===== src/rtl/eag_pkg.sv =====
package eag_pkg;

  typedef enum logic [3:0] {
    AM_IMMED = 4'd0,
    AM_ZP    = 4'd1,
    AM_ZPX   = 4'd2,
    AM_ZPY   = 4'd3,
    AM_ABS   = 4'd4,
    AM_ABSX  = 4'd5,
    AM_ABSY  = 4'd6,
    AM_PREX  = 4'd7,
    AM_POSTY = 4'd8,
    AM_JIND  = 4'd9,
    AM_REL   = 4'd10,
    AM_IMPL  = 4'd11
  } amode_t;

  typedef enum logic [3:0] {
    SEL_PC,
    SEL_PC1,
    SEL_ZBASE,
    SEL_ZPTR,
    SEL_ZPTR1,
    SEL_RAWIDX,
    SEL_EA,
    SEL_JLO,
    SEL_JHI,
    SEL_BRRAW
  } asel_t;

  typedef enum logic [3:0] {
    ST_IDLE,
    ST_OP1,
    ST_OP2,
    ST_ZDUM,
    ST_PLO,
    ST_PHI,
    ST_IDXRD,
    ST_JLO,
    ST_JHI,
    ST_BR1,
    ST_BR2,
    ST_DATA,
    ST_WB,
    ST_DONE
  } state_t;

  typedef struct packed {
    logic  busRd;
    logic  busWr;
    logic  ldStart;
    asel_t sel;
    logic  ldLo;
    logic  ldHi;
    logic  ldPtr;
    logic  bumpPtr;
    logic  ldTgtLo;
    logic  ldTgtHi;
    logic  ldData;
  } ctl_t;

endpackage


===== src/rtl/eag_ctrl.sv =====
module eag_ctrl
  import eag_pkg::*;
(
  input  logic       clk,
  input  logic       rstN,
  input  logic       startValid,
  input  logic [3:0] startMode,
  input  logic       startRead,
  input  logic       startWrite,
  input  logic       startTaken,
  input  logic       memReady,
  input  logic       idxCarry,
  input  logic       brCross,
  output logic       startReady,
  output logic       done,
  output amode_t     curMode,
  output ctl_t       ctl
);

  state_t st, nxt;
  amode_t modeR;
  logic   rdF, wrF, takenF;
  logic   fire;
  state_t afterEa;

  assign curMode = modeR;
  assign fire    = (ctl.busRd | ctl.busWr) & memReady;
  assign afterEa = rdF ? ST_DATA : ST_DONE;

  always_ff @(posedge clk) begin
    if (!rstN) begin
      st     <= ST_IDLE;
      modeR  <= AM_IMPL;
      rdF    <= 1'b0;
      wrF    <= 1'b0;
      takenF <= 1'b0;
    end else begin
      st <= nxt;
      if (st == ST_IDLE && startValid) begin
        modeR  <= (startMode > 4'd10) ? AM_IMPL : amode_t'(startMode);
        rdF    <= startRead;
        wrF    <= startWrite;
        takenF <= startTaken;
      end
    end
  end

  always_comb begin
    ctl        = '0;
    ctl.sel    = SEL_PC;
    nxt        = st;
    startReady = 1'b0;
    done       = 1'b0;
    unique case (st)
      ST_IDLE: begin
        startReady = 1'b1;
        if (startValid) begin
          ctl.ldStart = 1'b1;
          nxt         = ST_OP1;
        end
      end
      ST_OP1: begin
        ctl.busRd = 1'b1;
        ctl.sel   = SEL_PC;
        ctl.ldLo  = 1'b1;
        ctl.ldPtr = 1'b1;
        if (fire) begin
          case (modeR)
            AM_ZP:                       nxt = afterEa;
            AM_ZPX, AM_ZPY, AM_PREX:     nxt = ST_ZDUM;
            AM_ABS, AM_ABSX, AM_ABSY,
            AM_JIND:                     nxt = ST_OP2;
            AM_POSTY:                    nxt = ST_PLO;
            AM_REL:                      nxt = takenF ? ST_BR1 : ST_DONE;
            default:                     nxt = ST_DONE;
          endcase
        end
      end
      ST_OP2: begin
        ctl.busRd = 1'b1;
        ctl.sel   = SEL_PC1;
        ctl.ldHi  = 1'b1;
        if (fire) begin
          case (modeR)
            AM_ABS:  nxt = afterEa;
            AM_JIND: nxt = ST_JLO;
            default: nxt = ST_IDXRD;
          endcase
        end
      end
      ST_ZDUM: begin
        ctl.busRd   = 1'b1;
        ctl.sel     = SEL_ZBASE;
        ctl.bumpPtr = (modeR == AM_PREX);
        if (fire) nxt = (modeR == AM_PREX) ? ST_PLO : afterEa;
      end
      ST_PLO: begin
        ctl.busRd = 1'b1;
        ctl.sel   = SEL_ZPTR;
        ctl.ldLo  = 1'b1;
        if (fire) nxt = ST_PHI;
      end
      ST_PHI: begin
        ctl.busRd = 1'b1;
        ctl.sel   = SEL_ZPTR1;
        ctl.ldHi  = 1'b1;
        if (fire) nxt = (modeR == AM_PREX) ? afterEa : ST_IDXRD;
      end
      ST_IDXRD: begin
        ctl.busRd  = 1'b1;
        ctl.sel    = SEL_RAWIDX;
        ctl.ldData = 1'b1;
        if (fire) nxt = (rdF && (idxCarry || wrF)) ? ST_DATA : ST_DONE;
      end
      ST_JLO: begin
        ctl.busRd   = 1'b1;
        ctl.sel     = SEL_JLO;
        ctl.ldTgtLo = 1'b1;
        if (fire) nxt = ST_JHI;
      end
      ST_JHI: begin
        ctl.busRd   = 1'b1;
        ctl.sel     = SEL_JHI;
        ctl.ldTgtHi = 1'b1;
        if (fire) nxt = ST_DONE;
      end
      ST_BR1: begin
        ctl.busRd = 1'b1;
        ctl.sel   = SEL_BRRAW;
        if (fire) nxt = brCross ? ST_BR2 : ST_DONE;
      end
      ST_BR2: begin
        ctl.busRd = 1'b1;
        ctl.sel   = SEL_EA;
        if (fire) nxt = ST_DONE;
      end
      ST_DATA: begin
        ctl.busRd  = 1'b1;
        ctl.sel    = SEL_EA;
        ctl.ldData = 1'b1;
        if (fire) nxt = (rdF && wrF) ? ST_WB : ST_DONE;
      end
      ST_WB: begin
        ctl.busWr = 1'b1;
        ctl.sel   = SEL_EA;
        if (fire) nxt = ST_DONE;
      end
      ST_DONE: begin
        done = 1'b1;
        nxt  = ST_IDLE;
      end
      default: nxt = ST_IDLE;
    endcase
  end

endmodule


===== src/rtl/eag_dp.sv =====
module eag_dp
  import eag_pkg::*;
#(
  parameter int DATA_W = 8,
  parameter int CNT_W  = 4,
  localparam int ADDR_W = 2 * DATA_W
) (
  input  logic              clk,
  input  logic              rstN,
  input  ctl_t              ctl,
  input  amode_t            curMode,
  input  logic [3:0]        startMode,
  input  logic [ADDR_W-1:0] startPc,
  input  logic [DATA_W-1:0] startX,
  input  logic [DATA_W-1:0] startY,
  input  logic              memReady,
  input  logic [DATA_W-1:0] memRdata,
  output logic [ADDR_W-1:0] memAddr,
  output logic [DATA_W-1:0] memWdata,
  output logic [ADDR_W-1:0] effAddr,
  output logic [CNT_W-1:0]  cycleCount,
  output logic              idxCarry,
  output logic              brCross
);

  localparam logic [DATA_W-1:0] ZPAGE = '0;

  logic [ADDR_W-1:0] pcR;
  logic [DATA_W-1:0] idxR, baseLo, baseHi, zpPtr, tgtLo, tgtHi, dataR;
  logic [CNT_W-1:0]  cnt;
  logic              fire;
  logic              useY;
  logic [DATA_W:0]   sum;
  logic [ADDR_W-1:0] npc, offExt, tgt, eaComb;

  assign fire = (ctl.busRd | ctl.busWr) & memReady;
  assign useY = (startMode == 4'(AM_ZPY)) || (startMode == 4'(AM_ABSY)) ||
                (startMode == 4'(AM_POSTY));

  assign sum      = {1'b0, baseLo} + {1'b0, idxR};
  assign idxCarry = sum[DATA_W];
  assign npc      = pcR + ADDR_W'(1);
  assign offExt   = {{DATA_W{baseLo[DATA_W-1]}}, baseLo};
  assign tgt      = npc + offExt;
  assign brCross  = tgt[ADDR_W-1:DATA_W] != npc[ADDR_W-1:DATA_W];

  always_comb begin
    unique case (curMode)
      AM_ZP:                       eaComb = {ZPAGE, baseLo};
      AM_ZPX, AM_ZPY:              eaComb = {ZPAGE, sum[DATA_W-1:0]};
      AM_ABS, AM_PREX:             eaComb = {baseHi, baseLo};
      AM_ABSX, AM_ABSY, AM_POSTY:  eaComb = {baseHi, baseLo} + {ZPAGE, idxR};
      AM_JIND:                     eaComb = {tgtHi, tgtLo};
      AM_REL:                      eaComb = tgt;
      default:                     eaComb = pcR;
    endcase
  end

  always_comb begin
    unique case (ctl.sel)
      SEL_PC:     memAddr = pcR;
      SEL_PC1:    memAddr = npc;
      SEL_ZBASE:  memAddr = {ZPAGE, baseLo};
      SEL_ZPTR:   memAddr = {ZPAGE, zpPtr};
      SEL_ZPTR1:  memAddr = {ZPAGE, zpPtr + DATA_W'(1)};
      SEL_RAWIDX: memAddr = {baseHi, sum[DATA_W-1:0]};
      SEL_JLO:    memAddr = {baseHi, baseLo};
      SEL_JHI:    memAddr = {baseHi, baseLo + DATA_W'(1)};
      SEL_BRRAW:  memAddr = {npc[ADDR_W-1:DATA_W], tgt[DATA_W-1:0]};
      default:    memAddr = eaComb;
    endcase
  end

  always_ff @(posedge clk) begin
    if (!rstN) begin
      pcR    <= '0;
      idxR   <= '0;
      baseLo <= '0;
      baseHi <= '0;
      zpPtr  <= '0;
      tgtLo  <= '0;
      tgtHi  <= '0;
      dataR  <= '0;
      cnt    <= '0;
    end else begin
      if (ctl.ldStart) begin
        pcR  <= startPc;
        idxR <= useY ? startY : startX;
        cnt  <= '0;
      end
      if (fire) begin
        cnt <= cnt + CNT_W'(1);
        if (ctl.ldLo)    baseLo <= memRdata;
        if (ctl.ldHi)    baseHi <= memRdata;
        if (ctl.ldPtr)   zpPtr  <= memRdata;
        if (ctl.bumpPtr) zpPtr  <= zpPtr + idxR;
        if (ctl.ldTgtLo) tgtLo  <= memRdata;
        if (ctl.ldTgtHi) tgtHi  <= memRdata;
        if (ctl.ldData)  dataR  <= memRdata;
      end
    end
  end

  assign memWdata   = dataR;
  assign effAddr    = eaComb;
  assign cycleCount = cnt;

endmodule


===== src/rtl/eff_addr_gen.sv =====
module eff_addr_gen
  import eag_pkg::*;
#(
  parameter int DATA_W = 8,
  parameter int CNT_W  = 4,
  localparam int ADDR_W = 2 * DATA_W
) (
  input  logic              clk,
  input  logic              rstN,
  input  logic              startValid,
  output logic              startReady,
  input  logic [3:0]        startMode,
  input  logic [ADDR_W-1:0] startPc,
  input  logic [DATA_W-1:0] startX,
  input  logic [DATA_W-1:0] startY,
  input  logic              startRead,
  input  logic              startWrite,
  input  logic              startTaken,
  output logic              memRd,
  output logic              memWr,
  output logic [ADDR_W-1:0] memAddr,
  output logic [DATA_W-1:0] memWdata,
  input  logic [DATA_W-1:0] memRdata,
  input  logic              memReady,
  output logic              done,
  output logic [ADDR_W-1:0] effAddr,
  output logic [CNT_W-1:0]  cycleCount
);

  ctl_t   ctl;
  amode_t curMode;
  logic   idxCarry, brCross;

  eag_ctrl u_ctrl (
    .clk        (clk),
    .rstN       (rstN),
    .startValid (startValid),
    .startMode  (startMode),
    .startRead  (startRead),
    .startWrite (startWrite),
    .startTaken (startTaken),
    .memReady   (memReady),
    .idxCarry   (idxCarry),
    .brCross    (brCross),
    .startReady (startReady),
    .done       (done),
    .curMode    (curMode),
    .ctl        (ctl)
  );

  eag_dp #(.DATA_W(DATA_W), .CNT_W(CNT_W)) u_dp (
    .clk        (clk),
    .rstN       (rstN),
    .ctl        (ctl),
    .curMode    (curMode),
    .startMode  (startMode),
    .startPc    (startPc),
    .startX     (startX),
    .startY     (startY),
    .memReady   (memReady),
    .memRdata   (memRdata),
    .memAddr    (memAddr),
    .memWdata   (memWdata),
    .effAddr    (effAddr),
    .cycleCount (cycleCount),
    .idxCarry   (idxCarry),
    .brCross    (brCross)
  );

  assign memRd = ctl.busRd;
  assign memWr = ctl.busWr;

endmodule


===== config.mk =====
export PLATFORM = sky130hd
export DESIGN_NAME = eff_addr_gen
export DESIGN_NICKNAME = d
export VERILOG_FILES = /design/src/rtl/eag_pkg.sv /design/src/rtl/eag_ctrl.sv /design/src/rtl/eag_dp.sv /design/src/rtl/eff_addr_gen.sv
export SDC_FILE = /design/constraint.sdc
export NUM_CORES = 1
export LEC_CHECK = 0
export ABC_AREA = 1
export BUFFER_PORTS_ARGS = -buffer_cell sky130_fd_sc_hd__buf_4
export CAP_MARGIN = 20
export CORE_MARGIN = 2
export CORE_UTILIZATION = 55
export DETAILED_ROUTE_END_ITERATION = 12
export HOLD_SLACK_MARGIN = 0.06
export PLACE_DENSITY = 0.77
export SLEW_MARGIN = 5
export SYNTH_ARGS = -nofsm -noshare
export SYNTH_HDL_FRONTEND = slang
export SYNTH_SLANG_ARGS = --single-unit

===== constraint.sdc =====
create_clock -name clk -period 5.25 [get_ports clk]
set_input_delay 0.525 -clock clk [delete_from_list [all_inputs] [get_ports clk]]
set_output_delay 0.525 -clock clk [all_outputs]
set_load 0.02 [all_outputs]

# Word-level counts from Yosys, hierarchy flattened
# Cells that the tools add are included.
# totals
ff_bits,87
inputBits,51
out_inout_bits,48
wordCells,142
# classes
n_addsub,8
magnitude_cmp,1
eq_ne,46
muxes,43
bitwise,2
n_reduce_logical,28
# ops
cell,n
$pmux W16 S9,1
$pmux W16 S6,1
$mux W4,16
$eq A4 B3 Y1 const B,12
$eq A4 B4 Y1 const B,12
$pmux W4 S11,1
$pmux W4 S9,1
$eq A4 B2 Y1 const B,7
$mux W8,3
$ne A2 B1 Y1 const B,10
$pmux W4 S5,1
$add A16 B1 Y16 const B,1
$add A16 B16 Y16,1
$add A16 B8 Y16,1
$add A8 B1 Y8 const B,2
$mux W1,14
$eq A4 B1 Y1 const B,3
$mux W3,4
$reduce_and A2 Y1,6
$reduce_or A3 Y1,4
$reduce_and A11 Y1,1
$reduce_or A11 Y1,1
$reduce_or A2 Y1,5
$add A8 B8 Y9,1
13 further kinds,19

# Logic depth before layout (Yosys ltp)
# Gate-level depths: netlist of the first run.
# logic_depth
depth_word,7
mapped_depth,25
ltp_nobuf,25

# Hierarchy
# A second synthesis of the first run with hierarchy kept.
# hier_totals
cells_unflattened,1309
hier_area_um2,7843.8
# modules_own_cells
module,n_inst,cells_each,area_each_um2,seq_area_each_um2
eag_dp,1,1130,6812.8,1521.5
eag_ctrl,1,179,1031.0,220.2

# Worst setup path before layout of the first run
# No wires, ideal clock.
# synth_timing
path_kind,reg2out
from,reg u_dp.pcR[0]
to,out memAddr[15]
arrival_time_ns,3.061
required_time_ns,4.725
path_slack_ns,1.664
path_stages_with_launch,23
n_path_buf,0
cell_sequence,dfxtp_1 -> ha_1 -> nand2_2 -> nor2_4 -> nand2_4 -> nor2_4 -> nand2_2 -> nand2_2 -> nand2_2 -> ha_1 -> nand2_1 -> inv_1 -> a21oi_1 -> inv_1 -> a21oi_1 -> nand2_1 -> nand2_1 -> nand2_1 -> nand2_1 -> nand3_1 -> a31oi_1 -> nand2_1 -> nand3b_1
# synth_via
elab_chain_len,4
# synth_rtl
element,line,rtl
"start, declared",eag_dp.sv:28,logic [ADDR_W-1:0] pcR;
"start signal, assigned",eag_dp.sv:87,pcR <= startPc;
$add A16 B1 Y16,eag_dp.sv:42,assign npc = pcR + ADDR_W'(1);
$add A16 B16 Y16,eag_dp.sv:44,assign tgt = npc + offExt;
$pmux W16 S6,eag_dp.sv:48,unique case (curMode)
net effAddr[15],eff_addr_gen.sv:26,"output logic [ADDR_W-1:0] effAddr,"
$pmux W16 S9,eag_dp.sv:60,unique case (ctl.sel)
"end, declared",eff_addr_gen.sv:21,"output logic [ADDR_W-1:0] memAddr,"
# The timed path passes the listed nets, and every way through them passes these cells.

# Final worst setup path of the first run
# layout_timing
from,reg u_dp.pcR[0]
to,out memAddr[15]
# layout_via
elab_chain_len,4
# layout_rtl
element,line
$add A16 B1 Y16 *,eag_dp.sv:42
$add A16 B16 Y16,eag_dp.sv:44
$pmux W16 S6,eag_dp.sv:48
$pmux W16 S9 *,eag_dp.sv:60
# Mark *: on every way between the ends. The rest lies on a longest branch, timed or not.

==> load_flow_metrics.sql, run 1 <==
INSERT INTO impl_metrics (metric_group, metric, value, unit) VALUES
('outcome', 'status', 'finished clean', ''),
('logic_synthesis', 'postSynthAreaPerCell', '6.07', 'µm²'),
('setup_path', 'cp_data_arrival_time', '3620', 'ps'),
('logic_synthesis', 'synth_enable_flop_cells', '0', ''),
('clock_tree', 'clock-sinks', '87', ''),
('power', 'power.total', '4380', 'µW'),
('placed_design', 'place.detailed.hpwl', '19500', 'µm'),
('floorplan', 'floorplan.die.width', '119', 'µm'),
('setup_path', 'critical_path.max_fanout', '6', ''),
('placed_design', 'place.port_buffers', '98', ''),
('logic_synthesis', 'synth_fa_ha_area_frac', '0.0662', ''),
('logic_synthesis', 'synth_xor_area_frac', '0.0251', ''),
('logic_synthesis', 'syn-instance-count', '1207', ''),
('logic_synthesis', 'yosys_warnings', '0', ''),
('drt', 'first_pass_drt_iterations', '6', ''),
('clock_tree', 'post_cts_buffers', '0', ''),
('min_path', 'hp-class', 'input port to flip-flop', ''),
('sta', 'hold_viol_final', '0', ''),
('min_path', 'hold-path-cell-count', '3', ''),
('setup_path', 'timing.critical_path.from_type', 'flip-flop', ''),
('logic_synthesis', 'synthSimpleGateAreaFrac', '0.332', ''),
('grt', 'antenna_found_initial', '0', ''),
('min_path', 'worst_hold_startpoint', 'startWrite', ''),
('sta', 'layout_min_cycle_time', '4140', 'ps'),
('drt', 'finalWirelength', '25800', 'µm'),
('setup_path', 'reg2reg_from', 'u_dp.pcR[0]', ''),
('grt', 'grt_max_degree', '67', ''),
('grt', 'grt_pass1_wl', '40700', 'µm'),
('placed_design', 'place.gp.congestion', '1.01', ''),
('finish', 'num-fill-cells', '1309', ''),
('floorplan', 'die-area', '14300', 'µm²'),
('setup_path', 'worst_r2r_path_depth', '24', ''),
('logic_synthesis', 'post_synth_instance_area', '7330', 'µm²'),
('sta', 'slew-limit-headroom', '0.388', ''),
('sta', 'totalNegativeSetupSlack', '0', 'ps'),
('clock_tree', 'tritoncts.num_buffers', '9', ''),
('logic_synthesis', 'ys_seq_elements', '87', ''),
('logic_synthesis', 'async_flop_share', '0', ''),
('logic_synthesis', 'synth_top_family_by_area', 'simple AND/OR/NAND/NOR gates', ''),
('clock_tree', 'worst_skew_pair.late_latency', '360', 'ps'),
('logic_synthesis', 'synthMuxAreaShare', '0', ''),
('sta', 'setup_viol_count_final', '0', ''),
('finish', 'num_antenna_cells', '0', ''),
('grt', 'number_of_global_route_vias_before_repair', '7895', ''),
('setup_path', 'timing.critical_path.required', '4720', 'ps'),
('floorplan', 'die_height', '119', 'µm'),
('clock_tree', 'postCtsHoldBufs', '0', ''),
('floorplan', 'start_util', '0.558', ''),
('logic_synthesis', 'synth_compound_gate_area_share', '0.230', ''),
('sta', 'achievable-frequency', '242', 'MHz'),
('drt', 'detail-route-antenna-nets', '0', ''),
('finish', 'area_growth_syn_to_layout', '15.9', '%'),
('drt', 'wl_per_cell', '17.6', 'µm'),
('sta', 'final_clock_period_utilization_by_the_worst_path', '0.789', ''),
('power', 'power.density', '515', 'nW/µm²'),
('clock_tree', 'cts_tree', 'yes', ''),
('clock_tree', 'cts-resized-gates', '0', ''),
('clock_tree', 'clockBufferDepth', '2', ''),
('flow_run', 'max-cap-violations', '0', ''),
('clock_tree', 'ctsRootBufferMaster', 'sky130_fd_sc_hd__clkbuf_16', ''),
('drt', 'first_iter_violations', '747', ''),
('finish', 'post_route_cells_drive_above_1_share', '0.125', ''),
('sta', 'unrepaired_setup_endpoints_after_global_routing', 'no', ''),
('logic_synthesis', 'synth_flop_cell', 'sky130_fd_sc_hd__dfxtp_1', ''),
('clock_tree', 'clock_tree.htree_level_count', '3', ''),
('clock_tree', 'clk_pin_slew_worst_paths', '70', 'ps'),
('drt', 'route.detailed.vias_per_inst', '5.84', ''),
('drt', 'post-route-drc-count', '0', ''),
('power', 'power.static_leakage', '0.00407', 'µW'),
('sta', 'finClkSkew', '6.07', 'ps'),
('sta', 'finalHoldWorstSlack', '432', 'ps');
[path summary, 6_finish.rpt]
| path | end | slack, ps |
|---|---|---|
| max | memAddr[15] | 1110 |
| min | u_ctrl.wrF | 430 |
| max reg2reg | u_ctrl.st[2] | 1850 |
| min reg2reg | u_dp.tgtHi[7] | 470 |
[per-layer routing]
| metal | global-route usage | routed length (µm) |
|---|---|---|
| met1 | 0.477 | 10800 |
| met2 | 0.566 | 11100 |
| met3 | 0.0891 | 2730 |
| met4 | 0.153 | 1090 |
| met5 | 0 | 0 |
[flip-flops by register name, summed over array words and instances, names as in the netlist, 8 cells and up]
signal and count:
u_dp.idxR 8, u_dp.tgtHi 8, u_dp.baseHi 8, u_dp.baseLo 8
u_dp.pcR 16, u_dp.tgtLo 8, u_dp.memWdata 8, u_dp.zpPtr 8
[metrics by stage]
stage | setup WS (ps) | instance area [µm²] | util | std cells
2_1_floorplan | 1660 | 7330 | - | 1207
3_3_place_gp | 1660 | 8170 | 0.622 | 1452
3_5_place_dp | 1570 | 8170 | 0.622 | 1452
4_1_cts | 1190 | 8490 | 0.646 | 1468
5_1_grt | 802 | 8490 | 0.646 | 1468
6_report | 1110 | 8490 | 0.646 | 1468
[cells by family after synthesis]
| group | Yosys count |
|---|---|
| compound gates | 293 |
| xor+xnor | 21 |
| fa+ha+maj | 37 |
| buf+inv | 204 |
| flops | 87 |
| simple gates | 565 |
[layout make-up]
| class | count | area (µm²) | area share |
|---|---|---|---|
| Multi-Input combinational cell | 916 | 4800 | 0.565 |
| Timing Repair Buffer | 102 | 766 | 0.0902 |
| Inverter | 171 | 643 | 0.0757 |
| Tap cell | 176 | 220 | 0.0259 |
| Clock inverter | 7 | 101 | 0.0119 |
| Sequential cell | 87 | 1740 | 0.205 |
| Clock buffer | 9 | 225 | 0.0265 |
[critical path, cell delays in order (launching register included)]
cell	delay (ps)
sky130_fd_sc_hd__dfxtp_1	400
sky130_fd_sc_hd__ha_1	200
sky130_fd_sc_hd__nand2_2	80
sky130_fd_sc_hd__nor2_4	210
sky130_fd_sc_hd__nand2_4	90
sky130_fd_sc_hd__nor2_4	130
sky130_fd_sc_hd__nand2_2	70
sky130_fd_sc_hd__nand2_2	60
sky130_fd_sc_hd__nand2_2	60
sky130_fd_sc_hd__ha_1	340
sky130_fd_sc_hd__nand2_1	130
sky130_fd_sc_hd__inv_1	50
sky130_fd_sc_hd__a21oi_1	270
sky130_fd_sc_hd__inv_1	90
sky130_fd_sc_hd__a21oi_1	180
sky130_fd_sc_hd__nand3_1	130
sky130_fd_sc_hd__nand3_1	140
sky130_fd_sc_hd__nand3_1	90
sky130_fd_sc_hd__a31oi_1	210
sky130_fd_sc_hd__nand2_1	70
sky130_fd_sc_hd__nand3b_1	110
sky130_fd_sc_hd__buf_4	140
[Yosys cell counts (3+ instances only)]
cell	number	area [µm²]
sky130_fd_sc_hd__a211oi_1	5	37.5
sky130_fd_sc_hd__a21oi_1	114	571
sky130_fd_sc_hd__a21oi_2	3	26.3
sky130_fd_sc_hd__a221oi_1	14	123
sky130_fd_sc_hd__a31oi_1	6	37.5
sky130_fd_sc_hd__a32oi_1	3	26.3
sky130_fd_sc_hd__and2_1	3	18.8
sky130_fd_sc_hd__buf_2	8	40.0
sky130_fd_sc_hd__clkbuf_1	22	82.6
sky130_fd_sc_hd__dfxtp_1	87	1740
sky130_fd_sc_hd__fa_1	3	60.1
sky130_fd_sc_hd__ha_1	34	425
sky130_fd_sc_hd__inv_1	160	601
sky130_fd_sc_hd__inv_2	10	37.5
sky130_fd_sc_hd__nand2_1	312	1170
sky130_fd_sc_hd__nand2_2	5	31.3
sky130_fd_sc_hd__nand3_1	91	455
sky130_fd_sc_hd__nand3_2	5	50.1
sky130_fd_sc_hd__nand4_1	17	106
sky130_fd_sc_hd__nor2_1	103	387
sky130_fd_sc_hd__nor2_2	8	50.1
sky130_fd_sc_hd__nor2_4	4	45.0
sky130_fd_sc_hd__nor3_1	5	25.0
sky130_fd_sc_hd__nor4_1	3	18.8
sky130_fd_sc_hd__o2111ai_1	5	43.8
sky130_fd_sc_hd__o211ai_1	18	135
sky130_fd_sc_hd__o21ai_0	101	505
sky130_fd_sc_hd__o21ai_1	6	30.0
sky130_fd_sc_hd__o22ai_1	3	18.8
sky130_fd_sc_hd__xor2_1	19	166
[placed cells by master (no fill, tap or decap), types with 17 or more instances in the layout]
master,count
sky130_fd_sc_hd__a21oi_1,113
sky130_fd_sc_hd__buf_4,102
sky130_fd_sc_hd__dfxtp_1,87
sky130_fd_sc_hd__ha_1,34
sky130_fd_sc_hd__inv_1,160
sky130_fd_sc_hd__nand2_1,312
sky130_fd_sc_hd__nand3_1,91
sky130_fd_sc_hd__nand4_1,17
sky130_fd_sc_hd__nor2_1,103
sky130_fd_sc_hd__o211ai_1,18
sky130_fd_sc_hd__o21ai_0,101
sky130_fd_sc_hd__xor2_1,19
[power by group]
| part | total (µW) | internal [µW] | switching (µW) |
|---|---|---|---|
| sequential | 984 | 796 | 188 |
| clock | 723 | 423 | 300 |
| combinational | 2670 | 887 | 1780 |
Power figures use the tool's default switching activity.
==> run 2, diff against run 1 <==
- CORE_UTILIZATION: 55 -> 54
- PLACE_DENSITY: 0.77 -> 0.79
- clock period: 5.25 -> 3.5 ns (I/O delays scaled with it)
==> load_flow_metrics.sql, run 2 (same netlist as run 1, synthesis figures left out) <==
INSERT INTO impl_metrics (metric_group, metric, value, unit) VALUES
('outcome', 'status', 'finished with violations', ''),
('outcome', 'failed_checks', 'negative setup slack', ''),
('finish', 'mostFrequentLayoutCell', 'sky130_fd_sc_hd__nand2_1', ''),
('clock_tree', 'cts_tree', 'yes', ''),
('sta', 'hold_viol_final', '0', ''),
('clock_tree', 'worst_skew_pair.late_latency', '340', 'ps'),
('placed_design', 'post-place-cells', '1469', ''),
('finish', 'finalNonFillerCells', '1517', ''),
('sta', 'final_clock_period_utilization_by_the_worst_path', '1.02', ''),
('sta', 'unrepaired_setup_endpoints_after_global_routing', 'yes', ''),
('placed_design', 'place.gp.congestion', '1.00', ''),
('floorplan', 'rows', '42', ''),
('sta', 'slew_at_the_pin_with_the_worst_max_slew_slack', '802', 'ps'),
('clock_tree', 'ctsRootBufferMaster', 'sky130_fd_sc_hd__clkbuf_16', ''),
('sta', 'finalHoldWorstSlack', '266', 'ps'),
('clock_tree', 'clock_tree.htree_level_count', '3', ''),
('setup_path', 'reg2reg_setup_slack', '90', 'ps'),
('sta', 'achievable-frequency', '281', 'MHz'),
('floorplan', 'start_util', '0.554', ''),
('setup_path', 'crit_chain', 'ha_4 > nand2_4 > nor2_4 > nand2_4 > nor2_4 > nand2_2 > nand2_2 > nand2_4 > ha_4 > nand2_4 > nor2_4 > and2_4 > nand2_4 > nand2_2 > nand2_1 > a32o_1 > nor2_2 > o21ai_2 > nand2_1 > nand2_1 > buf_4', ''),
('drt', 'route.detailed.vias_per_inst', '5.89', ''),
('drt', 'first_iter_violations', '992', ''),
('finish', 'flip_flop_count_of_the_largest_register_all_copies_and_words_added', '16', ''),
('grt', 'globalRouteTotalUtil', '0.387', ''),
('clock_tree', 'clock-sinks', '87', ''),
('clock_tree', 'clk_pin_slew_worst_paths', '70', 'ps'),
('floorplan', 'die_height', '121', 'µm'),
('drt', 'detail-route-antenna-nets', '0', ''),
('min_path', 'hp-class', 'input port to flip-flop', ''),
('setup_path', 'timing.critical_path.from_type', 'flip-flop', ''),
('grt', 'antenna_found_initial', '0', ''),
('sta', 'setup_viol_count_final', '2', ''),
('clock_tree', 'clockBufferDepth', '2', ''),
('placed_design', 'place.detailed.hpwl', '21000', 'µm'),
('setup_path', 'cp_data_arrival_time', '3200', 'ps'),
('power', 'power.static_leakage', '0.00442', 'µW'),
('power', 'power.total', '7160', 'µW'),
('finish', 'num_antenna_cells', '0', ''),
('sta', 'layout_min_cycle_time', '3550', 'ps'),
('finish', 'final_util', '0.714', ''),
('sta', 'final-max-slew-violation-count', '0', ''),
('finish', 'post_route_cells_drive_above_1_share', '0.237', ''),
('grt', 'grt_max_degree', '67', ''),
('finish', 'nNetsFinal', '1424', ''),
('setup_path', 'cpMostUsedCell', 'sky130_fd_sc_hd__nand2_4', ''),
('drt', 'post-route-drc-count', '0', ''),
('flow_run', 'max-cap-violations', '0', ''),
('setup_path', 'timing.critical_path.required', '3150', 'ps'),
('sta', 'finalWorstSetupSlack', '-53.0', 'ps'),
('setup_path', 'crit_path_max_incr_delay', '370', 'ps'),
('finish', 'reg_with_most_ffs', 'u_dp.pcR', ''),
('drt', 'finalWirelength', '28300', 'µm'),
('floorplan', 'floorplan.die.width', '121', 'µm'),
('setup_path', 'worstSetupPathType', 'flip-flop to primary output', ''),
('floorplan', 'die-area', '14500', 'µm²'),
('floorplan', 'ioPinCount', '99', ''),
('setup_path', 'cp.buffers_inverters', '1', ''),
('clock_tree', 'postCtsHoldBufs', '0', ''),
('grt', 'grt_overflow_total', '0', ''),
('setup_path', 'setup.worst_path.end_class', 'primary output', ''),
('sta', 'slew-limit-headroom', '0.462', ''),
('placed_design', 'place.port_buffers', '98', ''),
('sta', 'finClkSkew', '4.72', 'ps'),
('setup_path', 'cpLargestDelayFamily', 'simple AND/OR/NAND/NOR gates', ''),
('drt', 'wl_per_cell', '18.7', 'µm'),
('drt', 'first_pass_drt_iterations', '7', ''),
('floorplan', 'floorplan.core_area', '13200', 'µm²'),
('grt', 'number_of_global_route_vias_before_repair', '8466', ''),
('finish', 'area_growth_syn_to_layout', '29.1', '%'),
('grt', 'grt_pass1_wl', '44000', 'µm'),
('power', 'maximum_vdd_drop', '1110', 'µV'),
('finish', 'layout.cells.most_common_list', '278 x sky130_fd_sc_hd__nand2_1, 154 x sky130_fd_sc_hd__inv_1, 143 x sky130_fd_sc_hd__buf_4', ''),
('setup_path', 'critPathSlowestCell', 'sky130_fd_sc_hd__dfxtp_4', ''),
('drt', 'routed-via-count', '8934', ''),
('clock_tree', 'tritoncts.num_buffers', '9', ''),
('power', 'power.density', '757', 'nW/µm²'),
('placed_design', 'pre_cts_slack', '26.7', 'ps'),
('setup_path', 'critical_path.max_fanout', '5', '');
-- run 2: cell types whose count changed in the layout (fill, tap and decap cells not counted), sizes merged --
| cell | before | now |
|---|---|---|
| buf | 102 | 151 |
| bufinv | 2 | 0 |
| inv | 173 | 175 |
-- run 2: routing by layer --
layer	vias to the layer above	track usage	routed length (µm)
met2	537	0.614	12600
met4	0	0.168	1200
met1	4015	0.504	11600
met3	88	0.0863	2900
li1	4294	-	-
met5	-	0	0
-- run 2: path summary, 6_finish.rpt --
kind / from / depth (start not counted) / end
setup reg to reg: u_dp.pcR[0] / 27 / u_ctrl.st[1]
setup / recovery: u_dp.pcR[0] / 21 / memAddr[14]
hold / removal: startWrite / 3 / u_ctrl.wrF
hold reg to reg: u_dp.tgtHi[4] / 2 / u_dp.tgtHi[4]
-- run 2: worst reg2reg max path, delay by kind of cell, from the launching register on --
kind / cells / cell delay [ps]
compound gates: 2 / 260
fa+ha+maj: 1 / 150
buf+inv: 11 / 1360
flops: 1 / 370
simple gates: 13 / 1160
-- run 2: metrics by stage --
step | instance area [µm²] | setup TNS, ps
after floorplan | 7330 | 0
after detailed placement | 8290 | 0
after CTS | 9080 | -65.4
final | 9460 | -64.7
after global routing | 9460 | -1370
after global placement | 8290 | 0
-- run 2: cell type report --
class                           count  area, µm²
Clock buffer                        9        225
Clock inverter                      7       61.3
Fill cell                        1197       3780
Inverter                          171        646
Multi-Input combinational cell    916       5390
Sequential cell                    87       1750
Tap cell                          176        220
Timing Repair Buffer              151       1160
-- run 2: power breakdown --
| part | leakage, µW | total, µW | switching, µW | internal [µW] |
|---|---|---|---|---|
| sequential | 0.000712 | 1490 | 286 | 1200 |
| combinational | 0.00357 | 4730 | 3010 | 1720 |
| clock | 0.000141 | 943 | 445 | 498 |
-- run 2: what timing repair did --
action	4_1_cts	5_1_grt
endpoints found under the hold margin	0	0
setup buffers	26	8
pin swaps	27	36
setup endpoints to repair	15	25
gates resized for setup	66	82
==> run 3, diff against run 2 <==
- ABC_AREA: 1 -> not set
- CORE_UTILIZATION: 54 -> 55
- CTS_BUF_LIST: not set -> sky130_fd_sc_hd__clkbuf_8
==> load_flow_metrics.sql, run 3 <==
INSERT INTO impl_metrics (metric_group, metric, value, unit) VALUES
('setup_path', 'cp_data_arrival_time', '3630', 'ps'),
('floorplan', 'floorplan.core_area', '14000', 'µm²'),
('logic_synthesis', 'ys_top_cells_by_area', 'sky130_fd_sc_hd__dfxtp_1 22%, sky130_fd_sc_hd__nand2_1 6.6%, sky130_fd_sc_hd__mux2i_1 6.3%', ''),
('sta', 'finalHoldWorstSlack', '184', 'ps'),
('grt', 'globalRoute.busiestLayer', 'met2', ''),
('sta', 'finalWorstSetupSlack', '-479', 'ps'),
('power', 'maximum_vdd_drop', '945', 'µV'),
('clock_tree', 'ctsRootBufferMaster', 'sky130_fd_sc_hd__clkbuf_8', ''),
('drt', 'first_pass_drt_iterations', '7', ''),
('setup_path', 'reg2reg_setup_slack', '-70', 'ps'),
('grt', 'globalRouteTotalUtil', '0.368', ''),
('logic_synthesis', 'async_flop_share', '0', ''),
('finish', 'seq_area', '1760', 'µm²'),
('sta', 'layout_min_cycle_time', '3980', 'ps'),
('drt', 'wl_per_cell', '21.0', 'µm'),
('drt', 'first_iter_violations', '1176', ''),
('grt', 'met1_usage', '0.466', ''),
('placed_design', 'place.gp.congestion', '1.02', ''),
('finish', 'nNetsFinal', '1319', ''),
('floorplan', 'floorplan.die.width', '124', 'µm'),
('logic_synthesis', 'synth_flop_cell', 'sky130_fd_sc_hd__dfxtp_1', ''),
('drt', 'route.detailed.vias_per_inst', '6.62', ''),
('logic_synthesis', 'postSynthAreaPerCell', '7.37', 'µm²'),
('sta', 'unrepaired_setup_endpoints_after_global_routing', 'yes', ''),
('finish', 'finalNonFillerCells', '1416', ''),
('logic_synthesis', 'synth-seq-area-share', '0.219', ''),
('logic_synthesis', 'synth_enable_flop_cells', '0', ''),
('drt', 'post-route-drc-count', '0', ''),
('placed_design', 'place.port_buffers', '98', ''),
('logic_synthesis', 'synthMuxAreaShare', '0.0672', ''),
('finish', 'area_growth_syn_to_layout', '29.8', '%'),
('logic_synthesis', 'yosys.cell_types.count', '85', ''),
('sta', 'achievable-frequency', '251', 'MHz'),
('clock_tree', 'clk_pin_slew_worst_paths', '100', 'ps'),
('logic_synthesis', 'most_common_library_cells_after_synthesis', '140 x sky130_fd_sc_hd__nand2_1, 124 x sky130_fd_sc_hd__nor2_1, 90 x sky130_fd_sc_hd__a21oi_1', ''),
('finish', 'num-fill-cells', '1139', ''),
('placed_design', 'pre_cts_slack', '-126', 'ps'),
('sta', 'final-max-slew-violation-count', '0', ''),
('floorplan', 'die-area', '15400', 'µm²'),
('clock_tree', 'worst_skew_pair.late_latency', '410', 'ps'),
('min_path', 'hp-class', 'input port to flip-flop', ''),
('outcome', 'failed_checks', 'negative setup slack', ''),
('finish', 'flip_flop_count_of_the_largest_register_all_copies_and_words_added', '16', ''),
('logic_synthesis', 'netlist.area_leader.share', '0.219', ''),
('clock_tree', 'clock-sinks', '87', ''),
('sta', 'setup_viol_count_final', '21', ''),
('floorplan', 'ioPinCount', '99', ''),
('placed_design', 'place.detailed.hpwl', '22700', 'µm'),
('grt', 'antenna_found_initial', '0', ''),
('drt', 'routed-via-count', '9369', ''),
('sta', 'slew_at_the_pin_with_the_worst_max_slew_slack', '893', 'ps'),
('logic_synthesis', 'post_synth_instance_area', '7950', 'µm²'),
('grt', 'grt_pass1_wl', '45900', 'µm'),
('grt', 'global_route.usage.met2', '0.595', ''),
('power', 'power.density', '722', 'nW/µm²'),
('grt', 'number_of_global_route_vias_before_repair', '8623', ''),
('logic_synthesis', 'yosys_warnings', '0', ''),
('setup_path', 'timing.critical_path.required', '3150', 'ps'),
('power', 'power.total', '7450', 'µW'),
('flow_run', 'max-cap-violations', '0', ''),
('logic_synthesis', 'ys_seq_elements', '87', ''),
('logic_synthesis', 'syn-instance-count', '1079', ''),
('logic_synthesis', 'number_of_nets_produced_by_synthesis', '1167', ''),
('floorplan', 'rows', '43', ''),
('finish', 'finalInstanceArea', '10300', 'µm²'),
('grt', 'grt_max_degree', '52', ''),
('finish', 'post_route_cells_drive_above_1_share', '0.286', ''),
('setup_path', 'setup.worst_path.end_class', 'primary output', ''),
('finish', 'layout.cells.most_common_list', '202 x sky130_fd_sc_hd__buf_4, 137 x sky130_fd_sc_hd__nand2_1, 119 x sky130_fd_sc_hd__nor2_1', ''),
('grt', 'grt_util_met3', '0.0757', ''),
('placed_design', 'dpl-instance-area', '9440', 'µm²'),
('logic_synthesis', 'synthSimpleGateAreaFrac', '0.238', ''),
('sta', 'slew-limit-headroom', '0.405', ''),
('logic_synthesis', 'synthMostInstantiatedCell', 'sky130_fd_sc_hd__nand2_1', ''),
('setup_path', 'critical_path.max_fanout', '3', ''),
('logic_synthesis', 'yosysTopAreaCell', 'sky130_fd_sc_hd__dfxtp_1', ''),
('setup_path', 'worstSetupPathType', 'flip-flop to primary output', ''),
('drt', 'finalWirelength', '29800', 'µm'),
('setup_path', 'worst_r2r_path_depth', '14', ''),
('grt', 'grt_overflow_total', '0', ''),
('power', 'power.static_leakage', '0.00440', 'µW'),
('finish', 'reg_with_most_ffs', 'u_dp.pcR', ''),
('floorplan', 'die_height', '124', 'µm'),
('setup_path', 'worst_setup_path_endpoint', 'memAddr[15]', ''),
('clock_tree', 'cts_tree', 'yes', ''),
('clock_tree', 'clockBufferDepth', '2', ''),
('placed_design', 'post-place-cells', '1377', ''),
('sta', 'final_clock_period_utilization_by_the_worst_path', '1.14', ''),
('logic_synthesis', 'synth_compound_gate_area_share', '0.288', ''),
('finish', 'multi_input_comb_area', '6300', 'µm²'),
('clock_tree', 'clock_tree.htree_level_count', '3', ''),
('setup_path', 'crit_start', 'u_dp.pcR[1]', ''),
('drt', 'detail-route-antenna-nets', '0', ''),
('sta', 'finClkSkew', '21.6', 'ps'),
('finish', 'mostFrequentLayoutCell', 'sky130_fd_sc_hd__buf_4', ''),
('logic_synthesis', 'synth_top_family_by_area', 'compound AO/OA/AOI/OAI gates', ''),
('setup_path', 'regToRegEndpoint', 'u_ctrl.st[1]', ''),
('sta', 'hold_viol_final', '0', ''),
('outcome', 'status', 'finished with violations', ''),
('setup_path', 'timing.critical_path.from_type', 'flip-flop', ''),
('clock_tree', 'tritoncts.num_buffers', '9', ''),
('floorplan', 'start_util', '0.568', ''),
('finish', 'num_antenna_cells', '0', ''),
('setup_path', 'reg2reg_from', 'u_dp.pcR[1]', ''),
('logic_synthesis', 'synth_fa_ha_area_frac', '0.0611', ''),
('logic_synthesis', 'synth_xor_area_frac', '0.0667', '');
run 3: changes by cell type after synthesis, sizes merged, moves of 13 or more:
cell / before / now
xnor2: 2 / 24
o21ai: 108 / 53
a211oi: 5 / 29
a21oi: 118 / 90
o21a: 0 / 13
mux2i: 0 / 50
nand2: 318 / 140
a21o: 0 / 14
nand3: 96 / 47
inv: 170 / 22
clkbuf: 22 / 66
run 3: how the worst min path moves through the flow:
stage                       start                 end  slack, ps  depth (start not counted)
4_1_cts                 startRead          u_ctrl.rdF        180                          3
2_1_floorplan       u_ctrl.takenF       u_ctrl.takenF        440                          2
3_3_place_gp   u_dp.cycleCount[3]  u_dp.cycleCount[3]        450                          1
3_5_place_dp   u_dp.cycleCount[3]  u_dp.cycleCount[3]        450                          1
5_1_grt                startPc[2]         u_dp.pcR[2]        200                          3
6_report                startRead          u_ctrl.rdF        180                          3
run 3: report_power, final:
part	switching [µW]	total (µW)	internal [µW]
logic	3010	5250	2240
registers	303	1470	1170
clock network	452	730	278
run 3: cells by family after synthesis:
| logic type | after synthesis |
|---|---|
| AOI/OAI and AO/OA | 337 |
| xor gates and xnor gates | 52 |
| adders and majority gates | 37 |
| buffers and inverters | 104 |
| DFF | 87 |
| muxes | 53 |
| and+or+nand+nor | 409 |
run 3: through the flow:
step                      utilization  setup TNS (ps)
final                           0.737           -5150
after global routing            0.737           -7940
after CTS                       0.706           -5090
after detailed placement        0.675            -246
after global placement          0.675            -110
after floorplan                     -           -54.2
run 3: routing by layer:
metal | routed length [µm] | vias up
met2 | 13500 | 545
met4 | 1600 | 0
met5 | 0 | -
met3 | 2750 | 142
li1 | - | 4292
met1 | 12000 | 4390
run 3: cell type report:
type	instances	area share
clock buffer	9	0.0120
clock inverter	7	0.00703
inverter	23	0.00837
multi-input combinational	888	0.610
sequential	87	0.171
tap	180	0.0218
timing repair buffer	222	0.170
run 3: critical path, cell delays in order (launching register included):
cell                      delay [ps]
sky130_fd_sc_hd__dfxtp_4         380
sky130_fd_sc_hd__ha_4            120
sky130_fd_sc_hd__nand4_1         120
sky130_fd_sc_hd__nor2_2          200
sky130_fd_sc_hd__nand3_2         100
sky130_fd_sc_hd__xor2_2          170
sky130_fd_sc_hd__inv_2            60
sky130_fd_sc_hd__ha_4            210
sky130_fd_sc_hd__a21o_1          160
sky130_fd_sc_hd__a211o_1         320
sky130_fd_sc_hd__mux2i_1         130
sky130_fd_sc_hd__or3_4           340
sky130_fd_sc_hd__or4_4           540
sky130_fd_sc_hd__a41oi_4         220
sky130_fd_sc_hd__buf_6           140
run 3: repair_timing:
item                       4_1_cts  5_1_grt
hold buffers                     0        0
setup buffers                   11       14
cloned                           0        0
pin swaps                       24       45
resized for setup               37       70
setup endpoints to repair       23       29
